--- src/rtl/tick_timer_pkg.sv ---
package tick_timer_pkg;

    localparam int DATA_W   = 32;
    localparam int ADDR_W   = 8;
    localparam int FLAG_BIT = 16;

    localparam logic [ADDR_W-1:0] OFS_CTRL    = 8'h00;
    localparam logic [ADDR_W-1:0] OFS_RELOAD  = 8'h04;
    localparam logic [ADDR_W-1:0] OFS_CURRENT = 8'h08;
    localparam logic [ADDR_W-1:0] OFS_CALIB   = 8'h0C;

    typedef enum logic [2:0] {
        SEL_NONE,
        SEL_CTRL,
        SEL_RELOAD,
        SEL_CURRENT,
        SEL_CALIB
    } reg_sel_e;

    // bit 2 = tick source, bit 1 = interrupt enable, bit 0 = run
    typedef struct packed {
        logic src_core;
        logic irq_en;
        logic run;
    } ctrl_t;

    typedef struct packed {
        logic ctrl;
        logic reload;
        logic current;
    } wr_strb_t;

    function automatic reg_sel_e decode_addr(input logic [ADDR_W-1:0] a);
        reg_sel_e s;
        case (a)
            OFS_CTRL:    s = SEL_CTRL;
            OFS_RELOAD:  s = SEL_RELOAD;
            OFS_CURRENT: s = SEL_CURRENT;
            OFS_CALIB:   s = SEL_CALIB;
            default:     s = SEL_NONE;
        endcase
        return s;
    endfunction

    function automatic logic [DATA_W-1:0] pack_ctrl(input ctrl_t c, input logic flag);
        logic [DATA_W-1:0] r;
        r           = '0;
        r[2:0]      = c;
        r[FLAG_BIT] = flag;
        return r;
    endfunction

endpackage

--- src/rtl/tt_bus_decode.sv ---
module tt_bus_decode
    import tick_timer_pkg::*;
#(
    parameter int               CNT_W     = 24,
    parameter logic [DATA_W-1:0] CAL_VALUE = 32'd10000
) (
    input  logic                clk,
    input  logic                rst,
    input  logic                sel_i,
    input  logic [ADDR_W-1:0]   addr_i,
    input  logic                we_i,
    input  logic                priv_i,
    input  ctrl_t               ctrl_i,
    input  logic                flag_i,
    input  logic [CNT_W-1:0]    reload_i,
    input  logic [CNT_W-1:0]    count_i,
    output logic [DATA_W-1:0]   rdata_o,
    output logic                err_o,
    output wr_strb_t            wr_o,
    output logic                rd_ctrl_o
);

    localparam int PAD_W = DATA_W - CNT_W;

    logic     acc_ok;
    reg_sel_e rsel;

    assign acc_ok = sel_i && priv_i;
    assign err_o  = sel_i && !priv_i;
    assign rsel   = decode_addr(addr_i);

    always_comb begin
        wr_o         = '0;
        rd_ctrl_o    = 1'b0;
        rdata_o      = '0;
        if (acc_ok && we_i) begin
            wr_o.ctrl    = (rsel == SEL_CTRL);
            wr_o.reload  = (rsel == SEL_RELOAD);
            wr_o.current = (rsel == SEL_CURRENT);
        end
        if (acc_ok && !we_i) begin
            rd_ctrl_o = (rsel == SEL_CTRL);
            case (rsel)
                SEL_CTRL:    rdata_o = pack_ctrl(ctrl_i, flag_i);
                SEL_RELOAD:  rdata_o = {{PAD_W{1'b0}}, reload_i};
                SEL_CURRENT: rdata_o = {{PAD_W{1'b0}}, count_i};
                SEL_CALIB:   rdata_o = CAL_VALUE;
                default:     rdata_o = '0;
            endcase
        end
    end

    // a refused access neither strobes a register nor returns data
    assert_unpriv_quiet_R11: assert property (@(posedge clk) disable iff (rst)
        err_o |-> (wr_o == '0) && !rd_ctrl_o && (rdata_o == '0));

endmodule

--- src/rtl/tt_tick_select.sv ---
module tt_tick_select (
    input  logic src_core_i,
    input  logic ref_tick_i,
    input  logic core_tick_i,
    output logic tick_o
);

    assign tick_o = src_core_i ? core_tick_i : ref_tick_i;

endmodule

--- src/rtl/tt_down_counter.sv ---
module tt_down_counter #(
    parameter int CNT_W = 24
) (
    input  logic             clk,
    input  logic             rst,
    input  logic             tick_i,
    input  logic             run_i,
    input  logic             en_rise_i,
    input  logic             wr_reload_i,
    input  logic             wr_current_i,
    input  logic [CNT_W-1:0] wdata_i,
    output logic [CNT_W-1:0] count_o,
    output logic [CNT_W-1:0] reload_o,
    output logic             expire_o
);

    localparam logic [CNT_W-1:0] ONE = CNT_W'(1);

    logic [CNT_W-1:0] cnt_q, cnt_d, reload_q, reload_d;
    logic             stop_q, stop_d;

    always_comb begin
        cnt_d    = cnt_q;
        stop_d   = stop_q;
        reload_d = wr_reload_i ? wdata_i : reload_q;
        expire_o = 1'b0;
        if (tick_i && run_i && !stop_q) begin
            if (cnt_q == '0) begin
                cnt_d = reload_q;
            end else begin
                cnt_d    = cnt_q - ONE;
                expire_o = (cnt_q == ONE);
            end
        end
        if (expire_o && reload_q == '0) stop_d = 1'b1;
        if (wr_current_i) begin
            cnt_d    = '0;
            expire_o = 1'b0;
            if (reload_q == '0) stop_d = 1'b1;
        end
        if (en_rise_i) stop_d = 1'b0;
    end

    always_ff @(posedge clk) begin
        if (rst) begin
            cnt_q    <= '0;
            reload_q <= '0;
            stop_q   <= 1'b0;
        end else begin
            cnt_q    <= cnt_d;
            reload_q <= reload_d;
            stop_q   <= stop_d;
        end
    end

    assign count_o  = cnt_q;
    assign reload_o = reload_q;

    // a stopped counter always rests at zero
    assert_stop_at_zero_R9: assert property (@(posedge clk) disable iff (rst)
        stop_q |-> (cnt_q == '0));

    // a counter write leaves zero behind
    assert_cur_write_zero_R8: assert property (@(posedge clk) disable iff (rst)
        wr_current_i |=> (cnt_q == '0));

    // expiry lands the counter on zero
    assert_expire_to_zero_R5: assert property (@(posedge clk) disable iff (rst)
        expire_o |=> (cnt_q == '0));

endmodule

--- src/rtl/tick_timer.sv ---
module tick_timer
    import tick_timer_pkg::*;
#(
    parameter int               CNT_W     = 24,
    parameter logic [DATA_W-1:0] CAL_VALUE = 32'd10000
) (
    input  logic              clk,
    input  logic              rst,
    input  logic              bus_sel,
    input  logic [ADDR_W-1:0] bus_addr,
    input  logic              bus_we,
    input  logic [DATA_W-1:0] bus_wdata,
    input  logic              bus_priv,
    output logic [DATA_W-1:0] bus_rdata,
    output logic              bus_err,
    input  logic              ref_tick,
    input  logic              core_tick,
    output logic              irq
);

    ctrl_t            ctrl_q, ctrl_d;
    logic             flag_q, flag_d;
    logic             irq_q;
    wr_strb_t         wr;
    logic             rd_ctrl;
    logic             tick_sel;
    logic             en_rise;
    logic             expire;
    logic [CNT_W-1:0] count, reload;

    tt_bus_decode #(.CNT_W(CNT_W), .CAL_VALUE(CAL_VALUE)) u_dec (
        .clk       (clk),
        .rst       (rst),
        .sel_i     (bus_sel),
        .addr_i    (bus_addr),
        .we_i      (bus_we),
        .priv_i    (bus_priv),
        .ctrl_i    (ctrl_q),
        .flag_i    (flag_q),
        .reload_i  (reload),
        .count_i   (count),
        .rdata_o   (bus_rdata),
        .err_o     (bus_err),
        .wr_o      (wr),
        .rd_ctrl_o (rd_ctrl)
    );

    tt_tick_select u_sel (
        .src_core_i  (ctrl_q.src_core),
        .ref_tick_i  (ref_tick),
        .core_tick_i (core_tick),
        .tick_o      (tick_sel)
    );

    assign en_rise = wr.ctrl && bus_wdata[0] && !ctrl_q.run;

    tt_down_counter #(.CNT_W(CNT_W)) u_cnt (
        .clk          (clk),
        .rst          (rst),
        .tick_i       (tick_sel),
        .run_i        (ctrl_q.run),
        .en_rise_i    (en_rise),
        .wr_reload_i  (wr.reload),
        .wr_current_i (wr.current),
        .wdata_i      (bus_wdata[CNT_W-1:0]),
        .count_o      (count),
        .reload_o     (reload),
        .expire_o     (expire)
    );

    always_comb begin
        ctrl_d = wr.ctrl ? ctrl_t'(bus_wdata[2:0]) : ctrl_q;
        flag_d = flag_q;
        if (rd_ctrl || wr.current) flag_d = 1'b0;
        if (expire)                flag_d = 1'b1;
    end

    always_ff @(posedge clk) begin
        if (rst) begin
            ctrl_q <= '0;
            flag_q <= 1'b0;
            irq_q  <= 1'b0;
        end else begin
            ctrl_q <= ctrl_d;
            flag_q <= flag_d;
            irq_q  <= expire && ctrl_q.irq_en;
        end
    end

    assign irq = irq_q;

    // an expiry always leaves the flag set
    assert_flag_on_expire_R6: assert property (@(posedge clk) disable iff (rst)
        expire |=> flag_q);

    // pulses never run back to back
    assert_irq_single_R7: assert property (@(posedge clk) disable iff (rst)
        irq |=> !irq);

    // a pulse always comes with the flag recorded
    assert_irq_has_flag_R7: assert property (@(posedge clk) disable iff (rst)
        irq |-> flag_q);

    // a refused access leaves control and reload untouched
    assert_unpriv_no_state_R11: assert property (@(posedge clk) disable iff (rst)
        bus_err |=> $stable(ctrl_q) && $stable(reload));

endmodule

--- config.mk ---
export PLATFORM = sky130hd
export DESIGN_NAME = tick_timer
export DESIGN_NICKNAME = d
export VERILOG_FILES = /design/src/rtl/tick_timer_pkg.sv /design/src/rtl/tt_bus_decode.sv /design/src/rtl/tt_tick_select.sv /design/src/rtl/tt_down_counter.sv /design/src/rtl/tick_timer.sv
export SDC_FILE = /design/constraint.sdc
export NUM_CORES = 1
export LEC_CHECK = 0
export ABC_AREA = 0
export CAP_MARGIN = 40
export CORE_MARGIN = 2
export CORE_UTILIZATION = 50
export DETAILED_ROUTE_END_ITERATION = 8
export HOLD_SLACK_MARGIN = 0.15
export PLACE_DENSITY = 0.84
export SLEW_MARGIN = 20
export SYNTH_ARGS = -nofsm -noshare
export SYNTH_HDL_FRONTEND = slang
export SYNTH_SLANG_ARGS = --single-unit
--- constraint.sdc ---
create_clock -name clk -period 3.1 [get_ports clk]
set_input_delay 0.775 -clock clk [delete_from_list [all_inputs] [get_ports clk]]
set_output_delay 0.775 -clock clk [all_outputs]
set_load 0.02 [all_outputs]
==> impl_summary.txt, run 1 <==
----------------------------------------------------
[Setup path]
  Crit path largest cell delay ... 0.51 ns
  Cell count of the worst reg-to-reg path ... 7
  Endpoint of the lowest-slack register-to-register path ... u_cnt.count_o[14]
  Slowest stage cell on the critical path ... a222oi_1
  Cells along the critical path ... dlygate4sd2_1 > buf_6 > and4b_2 > buf_12 > a222oi_1 > nor2_4 > buf_6
  Most repeated library cell on the critical path ... buf_6
  Arrival time of the worst setup path ... 2.28 ns
  Maximum fanout along the worst path ... 7
  Crit Reg-Reg Startpoint ... u_cnt.count_o[0]
  Worst setup path class ... in -> out
  Crit path required time ... 2.32 ns
  Setup slack of the most critical reg-to-reg path ... 0.64 ns
  Startpoint Class ... primary input
  Critical Path Sink Type ... primary output

[Detailed routing]
  Drc violations ... 0
  Vias per Instance ... 6.51
  Final wirelength ... 11000 um
  Count of vias placed by the detailed router ... 3788
  Routed length per placed instance ... 18.9 um
  Starting DRC count in detailed routing ... 582
  Number of iterations in the first detailed-routing pass ... 6
  Remaining number of nets flagged by the antenna check after routing ... 0

[Logic synthesis]
  Number of library cell types mapped by synthesis ... 53
  Fraction of registers with async set/reset ... 0%
  Share of synthesized area occupied by flip-flops and latches ... 33.8%
  Commonest register cell after synthesis ... dfxtp_1
  Synth Cell Area ... 3200 um^2
  Main area contributors after synthesis ... dfxtp_1 34%, nand2_1 9.4%, a21oi_1 6.9%
  Post-Synthesis Mean Instance Area ... 7.43 um^2
  YS warnings ... 0
  Seq cells post-synth ... 54
  Post-synth EDFFs ... 0
  Number of cells produced by synthesis ... 431
  Top cell type's share of synthesized area ... 33.8%
  Synth area leader ... dfxtp_1

[Layout]
  Footprint of the flip-flops and latches ... 1080 um^2
  Most used cells in the layout excluding fill and tap cells ... 78 x nand2_1, 54 x dfxtp_1, 42 x a21oi_1, 30 x clkdlybuf4s50_1, 30 x buf_4
  Post-layout net count ... 554
  Syn-to-layout area delta ... 36.9%
  Layout Cells excl Fill ... 582
  Antenna Diode Count ... 0
  Share of cells above drive strength 1 ... 21.0%
  Most common cell after layout, fill and taps aside ... nand2_1
  Finished Core Util ... 69.8%
  Count of filler cells inserted in the layout ... 495
  Area of all placed cells without fillers ... 4380 um^2
  Area of the multi-input gates ... 2070 um^2

[Placement]
  Post-DP HPWL ... 7030 um
  Weighted congestion at the end of routability-driven global placement ... 0.911
  Count of buffers inserted at the top-level ports ... 64
  Post-place instance area ... 4000 um^2
  Number of placed cells counting well taps ... 565

[STA]
  Worst slew slack as a fraction of its limit ... 57.3%
  Ratio of final minimum period to clock period ... 98.5%
  Setup TNS Final ... 0 ns
  Setup repair after global routing missed its margin ... no
  Final setup skew ... 0.0149 ns
  Max Slew Vio Count ... 0
  Final-report setup violation count ... 0
  Clock period minus worst slack ... 3.05 ns
  Number of hold-slack violations in the final timing report ... 0
  Top achievable clock speed ... 0.327 GHz
  Worst Max-Slew Pin Slew ... 0.639 ns

[Clock network]
  Clock insertion delay at the later pin of the skew report ... 0.33 ns
  Clock transition at the registers of the reported paths ... 0.10 ns
  Master cell of the clock root buffer ... clkbuf_8
  Number of sinks on the clock net ... 54
  Number of levels in the clock H-tree ... 2
  Number of buffers on the longest clock path ... 2
  Number of buffers added by the clock tree synthesis step ... 5
  CTS tree ... yes

[GRT]
  Met1 demand-to-capacity share in global routing ... 40.6%
  Grt peak-use layer ... met2
  Met3 Use GR ... 5.04%
  Number of global-route vias before repair ... 3482
  Total track usage ... 31.2%
  First-pass GRT wire length ... 17500 um
  Initial antenna violation count ... 0
  Pin count of the biggest net entering global routing ... 30
  Remaining Overflow, GRT ... 0
  GR Util met2 ... 50.2%

[Die]
  Die outline area ... 7060 um^2
  Standard cell core area ... 6280 um^2
  Die boundary height ... 84.0 um
  DIE WIDTH ... 84.0 um
  Initial Utilization ... 51.0%
  Number of top-level pins ... 81
  Standard-cell rows ... 29

[Status]
  Result of the run ... completed

[Power]
  Peak VDD IR ... 247 uV
  Static leakage power ... 1.58 nW
  Total power after layout ... 1.36 mW
  Power Density ... 309 nW/um^2

[Min path]
  Hold path startpoint ... ctrl_q[1]
  Hold path endpoint ... irq
  Hold-critical path depth ... 2
  Path category of the worst min-delay check ... reg -> reg

[Flow run]
  Maximum capacitance violations ... 0

----------------------------------------------------
[kinds of logic after synthesis]
| logic type | after synthesis | share of synthesized area, % |
|---|---|---|
| mux | 8 | 2.89 |
| other cells | 1 | 0.117 |
| flops | 54 | 33.8 |
| simple gates | 202 | 31.6 |
| fa+ha+maj | 3 | 1.17 |
| buf+inv | 46 | 6.92 |
| compound gates | 117 | 23.5 |
[synth_stat cells (3+ instances only)]
cell type  count
or3_1          3
a221oi_1       3
a22oi_1       16
nand2_1       80
nor4_4         3
nor3b_1        4
clkbuf_1      24
dfxtp_1       54
o21ai_0       16
nor2_1        36
ha_1           3
a32o_1         3
or4_1          6
nor2b_1        3
a31oi_1       11
a21oi_1       44
buf_4         10
buf_2          3
mux2i_1        4
nor4_1        13
nor3_1        15
a222oi_1       4
nand4_1        4
inv_1          7
nand3_1       24
[layer usage]
metal / routed length [um] / share of wire, %
met4: 625 / 5.7
met3: 1280 / 12
met5: 0 / 0
met1: 4050 / 37
met2: 5040 / 46
[registers in the layout, indices dropped and copies added, names as in the netlist]
name and count:
u_cnt.reload_o 24, u_cnt.stop_q 1, irq 1, u_cnt.count_o 24, flag_q 1, ctrl_q 3
[critical path: cells and delay by family]
family                 cells  cell delay (ns)
buffers and inverters      4             0.68
AOI/OAI and AO/OA          1             0.51
and+or+nand+nor            2             0.30
[metrics by stage]
step / setup slack, ns / hold WS [ns]
5_1_grt: 0.00259 / 0.493
6_report: 0.0463 / 0.486
2_1_floorplan: 0.0364 / 0.422
4_1_cts: -0.0490 / 0.481
3_5_place_dp: -0.652 / 0.462
3_3_place_gp: -0.627 / 0.461
[how the worst max path moves through the flow]
stage	slack [ns]	start	cells past startpoint	end
3_3_place_gp	-0.63	bus_addr[5]	7	bus_rdata[4]
2_1_floorplan	0.04	bus_addr[5]	6	bus_rdata[11]
5_1_grt	0.003	bus_addr[2]	7	bus_rdata[0]
6_report	0.05	bus_addr[2]	7	bus_rdata[16]
3_5_place_dp	-0.65	bus_addr[5]	7	bus_rdata[10]
4_1_cts	-0.05	bus_addr[4]	7	bus_rdata[10]
[repair_timing]
item,4_1_cts,5_1_grt
hold buffers,0,0
setup buffers,3,0
pin swaps,15,6
gates cloned,5,0
endpoints found under the hold margin,0,0
setup endpoints to repair,24,23
gates resized for setup,176,12
[final cells by class]
class | count | share of cell area [%]
clock buffers | 5 | 1.57
flip-flops and latches | 54 | 24.7
repair buffers | 98 | 23.2
clock inverters | 3 | 0.628
multi-input cells | 338 | 47.2
inverters | 7 | 0.600
well taps | 77 | 2.20
[where the power goes]
part           internal [mW]  total, mW  switching [mW]
Clock                  0.168      0.433           0.265
Sequential             0.696      0.700         0.00402
Combinational          0.102      0.223           0.120
Note: power is estimated with default switching activity, not from simulation.
==> run 2: changes to the inputs <==
==> constraint.sdc (replaced) <==
create_clock -name clk -period 3.2 [get_ports clk]
set_input_delay 0.8 -clock clk [delete_from_list [all_inputs] [get_ports clk]]
set_output_delay 0.8 -clock clk [all_outputs]
set_load 0.02 [all_outputs]
==> run 2 against run 1 <==
Compared with the run above: utilization fell by 1.2 points; design area fell by 1.7%; sequential share of layout area rose by 0.42 points; clock skew rose by 0.0023 ns; total power fell by 3.6%; critical path depth rose by 1; clock power fell by 5.3%; sequential power fell by 3.1%; combinational power fell by 2%; clock-buffer cell count did not move; register-to-register slack got worse by 0.05 ns; worst hold slack got worse by 0.0017 ns.
==> impl_summary.txt, run 2 (same netlist as run 1, synthesis figures left out) <==
----------------------------------------------------
[STA]
  Clock period minus worst slack ... 3.18 ns
  Setup repair after global routing missed its margin ... yes (was no)
  Worst-case hold slack ... 0.484 ns (was 0.486 ns)
  Final-report setup violation count ... 0 (unchanged)
  Number of hold-slack violations in the final timing report ... 0 (unchanged)
  Top achievable clock speed ... 0.314 GHz
  Max Slew Vio Count ... 0 (unchanged)
  Worst slew slack as a fraction of its limit ... 42.5% (was 57.3%)
  Final setup skew ... 0.0172 ns (was 0.0149 ns)
  Ratio of final minimum period to clock period ... 99.5%
  Worst Max-Slew Pin Slew ... 0.863 ns (was 0.639 ns)

[Detailed routing]
  Drc violations ... 0 (unchanged)
  Vias per Instance ... 6.75 (was 6.51)
  Final wirelength ... 11500 um (was 11000 um)
  Number of iterations in the first detailed-routing pass ... 8 (was 6)
  Remaining number of nets flagged by the antenna check after routing ... 0 (unchanged)
  Starting DRC count in detailed routing ... 721 (was 582)
  Count of vias placed by the detailed router ... 3900 (was 3788)
  Routed length per placed instance ... 19.8 um (was 18.9 um)

[Layout]
  Area of all placed cells without fillers ... 4310 um^2 (was 4380 um^2)
  Antenna Diode Count ... 0 (unchanged)
  Post-layout net count ... 550 (was 554)
  Share of cells above drive strength 1 ... 19.2% (was 21.0%)
  Syn-to-layout area delta ... 34.6% (was 36.9%)
  Most used cells in the layout excluding fill and tap cells ... 79 x nand2_1, 54 x dfxtp_1, 39 x a21oi_1, 35 x buf_4, 32 x clkdlybuf4s50_1 (was 78 x nand2_1, 54 x dfxtp_1, 42 x a21oi_1, 30 x clkdlybuf4s50_1, 30 x buf_4)
  Most common cell after layout, fill and taps aside ... nand2_1 (unchanged)
  Finished Core Util ... 68.6% (was 69.8%)

[Placement]
  Weighted congestion at the end of routability-driven global placement ... 0.941 (was 0.911)
  Post-DP HPWL ... 7030 um (about the same)
  Count of buffers inserted at the top-level ports ... 64 (unchanged)
  Post-place instance area ... 3980 um^2 (was 4000 um^2)

[Min path]
  Hold path endpoint ... flag_q (was irq)
  Path category of the worst min-delay check ... reg -> reg (unchanged)
  Hold-critical path depth ... 2 (unchanged)
  Hold path startpoint ... flag_q (was ctrl_q[1])

[Die]
  Initial Utilization ... 51.0% (unchanged)
  Standard cell core area ... 6280 um^2 (unchanged)
  Number of top-level pins ... 81 (unchanged)
  Die boundary height ... 84.0 um (unchanged)
  DIE WIDTH ... 84.0 um (unchanged)
  Die outline area ... 7060 um^2 (unchanged)
  Standard-cell rows ... 29 (unchanged)

[Clock network]
  CTS Hold Bufs ... 0 (unchanged)
  Number of buffers added by the clock tree synthesis step ... 5 (unchanged)
  Number of levels in the clock H-tree ... 2 (unchanged)
  Number of sinks on the clock net ... 54 (unchanged)
  Clock insertion delay at the later pin of the skew report ... 0.33 ns (about the same)
  CTS tree ... yes (unchanged)
  Clock transition at the registers of the reported paths ... 0.10 ns (about the same)
  Number of buffers on the longest clock path ... 2 (unchanged)
  Master cell of the clock root buffer ... clkbuf_8 (unchanged)

[Flow run]
  Maximum capacitance violations ... 0 (unchanged)

[Setup path]
  Critical Path Sink Type ... primary output (unchanged)
  Startpoint Class ... primary input (unchanged)
  Maximum fanout along the worst path ... 5 (was 7)
  Worst setup path class ... in -> out (unchanged)
  Cell count of the worst reg-to-reg path ... 6 (was 7)
  Arrival time of the worst setup path ... 2.38 ns (was 2.28 ns)
  Crit path largest cell delay ... 0.56 ns (was 0.51 ns)
  Crit Reg-Reg Startpoint ... u_cnt.count_o[18] (was u_cnt.count_o[0])
  Gate family responsible for the most delay along the worst path ... simple AND/OR/NAND/NOR gates (was buffers and inverters)
  Setup slack of the most critical reg-to-reg path ... 0.59 ns (was 0.64 ns)
  Cells along the critical path ... dlygate4sd2_1 > or4_4 > buf_4 > nor2_4 > buf_6 > a222oi_1 > nor2_4 > buf_6 (was dlygate4sd2_1 > buf_6 > and4b_2 > buf_12 > a222oi_1 > nor2_4 > buf_6)
  Slowest stage cell on the critical path ... or4_4 (was a222oi_1)
  Sum of buffers and inverters on the critical path ... 4 (unchanged)
  Endpoint of the lowest-slack register-to-register path ... u_cnt.count_o[16] (was u_cnt.count_o[14])
  Crit path required time ... 2.40 ns (was 2.32 ns)

[GRT]
  Initial antenna violation count ... 0 (unchanged)
  Total track usage ... 28.8% (was 31.2%)
  First-pass GRT wire length ... 16700 um (was 17500 um)
  Pin count of the biggest net entering global routing ... 28 (was 30)
  Number of global-route vias before repair ... 3451 (was 3482)
  Remaining Overflow, GRT ... 0 (unchanged)

[Power]
  Power Density ... 303 nW/um^2 (was 309 nW/um^2)
  Static leakage power ... 1.54 nW (was 1.58 nW)
  Total power after layout ... 1.31 mW (was 1.36 mW)
  Peak VDD IR ... 258 uV (was 247 uV)

[Status]
  Result of the run ... completed (unchanged)

----------------------------------------------------
run 2: worst reg2reg max path, cell delays in order, from the launching register on:
cell     delay [ns]
dfxtp_1        0.39
nor3_1         0.60
nand4_4        0.21
or2_1          0.59
buf_4          0.33
a22oi_1        0.19
a31oi_1        0.16
run 2: metal layers:
metal / up-vias / GRT usage [%] / routed length (um)
met4: 0 / 13.5 / 744
met3: 77 / 5.84 / 1410
li1: 1716 / - / -
met2: 308 / 46.5 / 5140
met5: - / 0 / 0
met1: 1799 / 36.7 / 4170
run 2: worst max-delay path by stage:
stage                     start             to  slack (ns)  cells after the start
floorplan           bus_addr[5]  bus_rdata[11]        0.09                      6
global placement    bus_addr[5]  bus_rdata[16]       -0.57                      7
detailed placement  bus_addr[5]   bus_rdata[4]       -0.60                      7
CTS                 bus_addr[5]   bus_rdata[0]      -0.003                      7
global route        bus_addr[5]  bus_rdata[19]       -0.07                      8
finish              bus_addr[4]   bus_rdata[1]        0.02                      8
run 2: stage by stage:
stage,setup WS [ns],instances,TNS [ns]
finish,0.0165,578,0
global route,-0.0721,578,-0.530
floorplan,0.0864,438,0
CTS,-0.00321,574,-0.0105
global placement,-0.568,563,-13.03
detailed placement,-0.597,563,-13.67
run 2: timing repair:
item / CTS / global route
buffers inserted: 1 / 3
resized for setup: 124 / 51
cloned: 2 / 2
pin swaps: 1 / 6
hold endpoints to repair: 0 / 0
endpoints found under the setup margin: 24 / 21
run 2: cell type report:
type	count	area, um^2
Clock buffer	5	68.8
Timing Repair Buffer	94	961
Fill cell	490	1970
Clock inverter	3	23.8
Multi-Input combinational cell	338	2050
Inverter	7	26.3
Sequential cell	54	1080
Tap cell	77	96.3
run 2: power breakdown:
part | switching, mW | internal (mW)
Combinational | 0.120 | 0.0990
Sequential | 0.00385 | 0.674
Clock | 0.253 | 0.157
Total | 0.377 | 0.930
==> run 3: changes to the inputs <==
--- a/config.mk
+++ b/config.mk
@@ -12,6 +12,7 @@
 export DETAILED_ROUTE_END_ITERATION = 8
 export HOLD_SLACK_MARGIN = 0.15
 export PLACE_DENSITY = 0.84
+export SETUP_SLACK_MARGIN = 0.3
 export SLEW_MARGIN = 20
 export SYNTH_ARGS = -nofsm -noshare
 export SYNTH_HDL_FRONTEND = slang
==> run 3 against run 2 <==
Compared with the run above: worst hold slack improved by 0.013 ns; utilization up 1.3 points; non-clock buffer count up 1; clock power down 5.9%; register-to-register slack gained 0.16 ns; clock skew is 0.0050 ns lower; sequential share of layout area shrank 0.48 points; cell count unchanged; sequential cell count is the same; largest cell class unchanged; largest power group unchanged.
==> impl_summary.txt, run 3 (same netlist as run 1, synthesis figures left out) <==
----------------------------------------------------
[Setup path]
  Most repeated library cell on the critical path ... buf_6
  Cells along the critical path ... buf_6 > or4_4 > nor3_4 > nand2_4 > buf_12 > buf_16 > nor2_4 > buf_6 (was dlygate4sd2_1 > or4_4 > buf_4 > nor2_4 > buf_6 > a222oi_1 > nor2_4 > buf_6)
  Maximum fanout along the worst path ... 7 (was 5)
  Critical Path Sink Type ... primary output (unchanged)
  Startpoint Class ... primary input (unchanged)
  Slowest stage cell on the critical path ... or4_4 (unchanged)
  Crit path largest cell delay ... 0.55 ns (was 0.56 ns)
  Crit path required time ... 2.40 ns (about the same)
  Worst setup path class ... in -> out (unchanged)
  Arrival time of the worst setup path ... 2.25 ns (was 2.38 ns)

[Clock network]
  Number of sinks on the clock net ... 54 (unchanged)
  Number of buffers added by the clock tree synthesis step ... 5 (unchanged)
  Master cell of the clock root buffer ... clkbuf_8 (unchanged)
  Number of levels in the clock H-tree ... 2 (unchanged)
  Number of buffers on the longest clock path ... 2 (unchanged)
  CTS tree ... yes (unchanged)
  Clock insertion delay at the later pin of the skew report ... 0.31 ns (was 0.33 ns)
  Clock transition at the registers of the reported paths ... 0.11 ns (was 0.10 ns)
  CTS Hold Bufs ... 0 (unchanged)

[Placement]
  Post-DP HPWL ... 7550 um (was 7030 um)
  Weighted congestion at the end of routability-driven global placement ... 0.982 (was 0.941)
  Count of buffers inserted at the top-level ports ... 64 (unchanged)

[Power]
  Power Density ... 291 nW/um^2 (was 303 nW/um^2)
  Static leakage power ... 1.54 nW (about the same)
  Peak VDD IR ... 252 uV (was 258 uV)

[Layout]
  Most used cells in the layout excluding fill and tap cells ... 78 x nand2_1, 54 x dfxtp_1, 40 x a21oi_1, 30 x clkdlybuf4s50_1, 28 x buf_4 (was 79 x nand2_1, 54 x dfxtp_1, 39 x a21oi_1, 35 x buf_4, 32 x clkdlybuf4s50_1)
  Antenna Diode Count ... 0 (unchanged)
  Share of cells above drive strength 1 ... 22.2% (was 19.2%)
  Post-layout net count ... 551 (was 550)
  Syn-to-layout area delta ... 37.3% (was 34.6%)
  Most common cell after layout, fill and taps aside ... nand2_1 (unchanged)

[GRT]
  Number of global-route vias before repair ... 3562 (was 3451)
  Pin count of the biggest net entering global routing ... 30 (was 28)
  Initial antenna violation count ... 0 (unchanged)
  Total track usage ... 29.6% (was 28.8%)
  First-pass GRT wire length ... 17200 um (was 16700 um)
  Remaining Overflow, GRT ... 0 (unchanged)

[STA]
  Top achievable clock speed ... 0.328 GHz (was 0.314 GHz)
  Max Slew Vio Count ... 0 (unchanged)
  Clock period minus worst slack ... 3.05 ns (was 3.18 ns)
  Worst-case hold slack ... 0.497 ns (was 0.484 ns)
  Setup TNS Final ... 0 ns (unchanged)
  Worst Max-Slew Pin Slew ... 0.765 ns (was 0.863 ns)
  Number of hold-slack violations in the final timing report ... 0 (unchanged)
  Final setup skew ... 0.0121 ns (was 0.0172 ns)
  Worst slew slack as a fraction of its limit ... 48.9% (was 42.5%)
  Final-report setup violation count ... 0 (unchanged)
  Setup repair after global routing missed its margin ... yes (unchanged)
  Ratio of final minimum period to clock period ... 95.2% (was 99.5%)

[Detailed routing]
  Final wirelength ... 10800 um (was 11500 um)
  Number of iterations in the first detailed-routing pass ... 6 (was 8)
  Routed length per placed instance ... 18.6 um (was 19.8 um)
  Starting DRC count in detailed routing ... 481 (was 721)
  Remaining number of nets flagged by the antenna check after routing ... 0 (unchanged)
  Vias per Instance ... 6.47 (was 6.75)
  Drc violations ... 0 (unchanged)
  Count of vias placed by the detailed router ... 3738 (was 3900)

[Die]
  DIE WIDTH ... 84.0 um (unchanged)
  Standard-cell rows ... 29 (unchanged)
  Die outline area ... 7060 um^2 (unchanged)
  Number of top-level pins ... 81 (unchanged)
  Standard cell core area ... 6280 um^2 (unchanged)
  Initial Utilization ... 51.0% (unchanged)
  Die boundary height ... 84.0 um (unchanged)

[Min path]
  Path category of the worst min-delay check ... reg -> reg (unchanged)

[Status]
  Result of the run ... completed (unchanged)

[Flow run]
  Maximum capacitance violations ... 0 (unchanged)

----------------------------------------------------
==> run 3: final timing paths <==
kind	endpoint	startpoint	depth (start not counted)	slack, ns
hold / removal	irq	ctrl_q[1]	2	0.50
hold reg to reg	irq	ctrl_q[1]	2	0.50
setup / recovery	bus_rdata[17]	bus_addr[6]	8	0.15
setup reg to reg	u_cnt.count_o[16]	u_cnt.count_o[4]	6	0.75
==> run 3: per-layer routing <==
layer / routed length [um] / up-vias / GRT usage [%]
met5: 0 / - / 0
met4: 369 / 0 / 10.9
met3: 1070 / 39 / 5.14
met2: 5160 / 251 / 49.8
met1: 4150 / 1742 / 38.1
li1: - / 1706 / -
==> run 3: critical path, delay by kind of cell <==
kind	cells	cell delay, ns
buffers and inverters	4	0.50
and+or+nand+nor	4	0.93
==> run 3: what timing repair did <==
action	CTS	global route
buffers inserted	3	0
gates resized for setup	170	12
cloned	1	0
pin swaps	20	3
setup endpoints to repair	24	25
==> run 3: metrics by stage <==
stage	setup slack, ns	utilization, %	power [mW]	instance area [um^2]	std cells
6_report	0.155	70.0	1.28	4390	578
5_1_grt	0.120	70.0	1.31	4390	578
4_1_cts	0.163	69.4	1.26	4360	578
3_5_place_dp	-0.713	66.2	0.898	4160	567
3_3_place_gp	-0.663	66.2	0.894	4160	567
2_1_floorplan	0.302	-	0.819	3400	438
==> run 3: area by class of cell <==
| type | count | area, um^2 |
|---|---|---|
| well taps | 77 | 96.3 |
| flip-flops and latches | 54 | 1080 |
| clock inverters | 2 | 15.0 |
| multi-input cells | 338 | 2150 |
| inverters | 7 | 26.3 |
| clock buffers | 5 | 68.8 |
| repair buffers | 95 | 960 |
| fillers | 509 | 1880 |
==> run 3: where the power goes <==
| group | total, mW | leakage, nW | switching (mW) | internal, mW |
|---|---|---|---|---|
| Combinational | 0.214 | 1.07 | 0.117 | 0.0978 |
| Clock | 0.386 | 0.0362 | 0.235 | 0.150 |
| Sequential | 0.678 | 0.435 | 0.00403 | 0.674 |
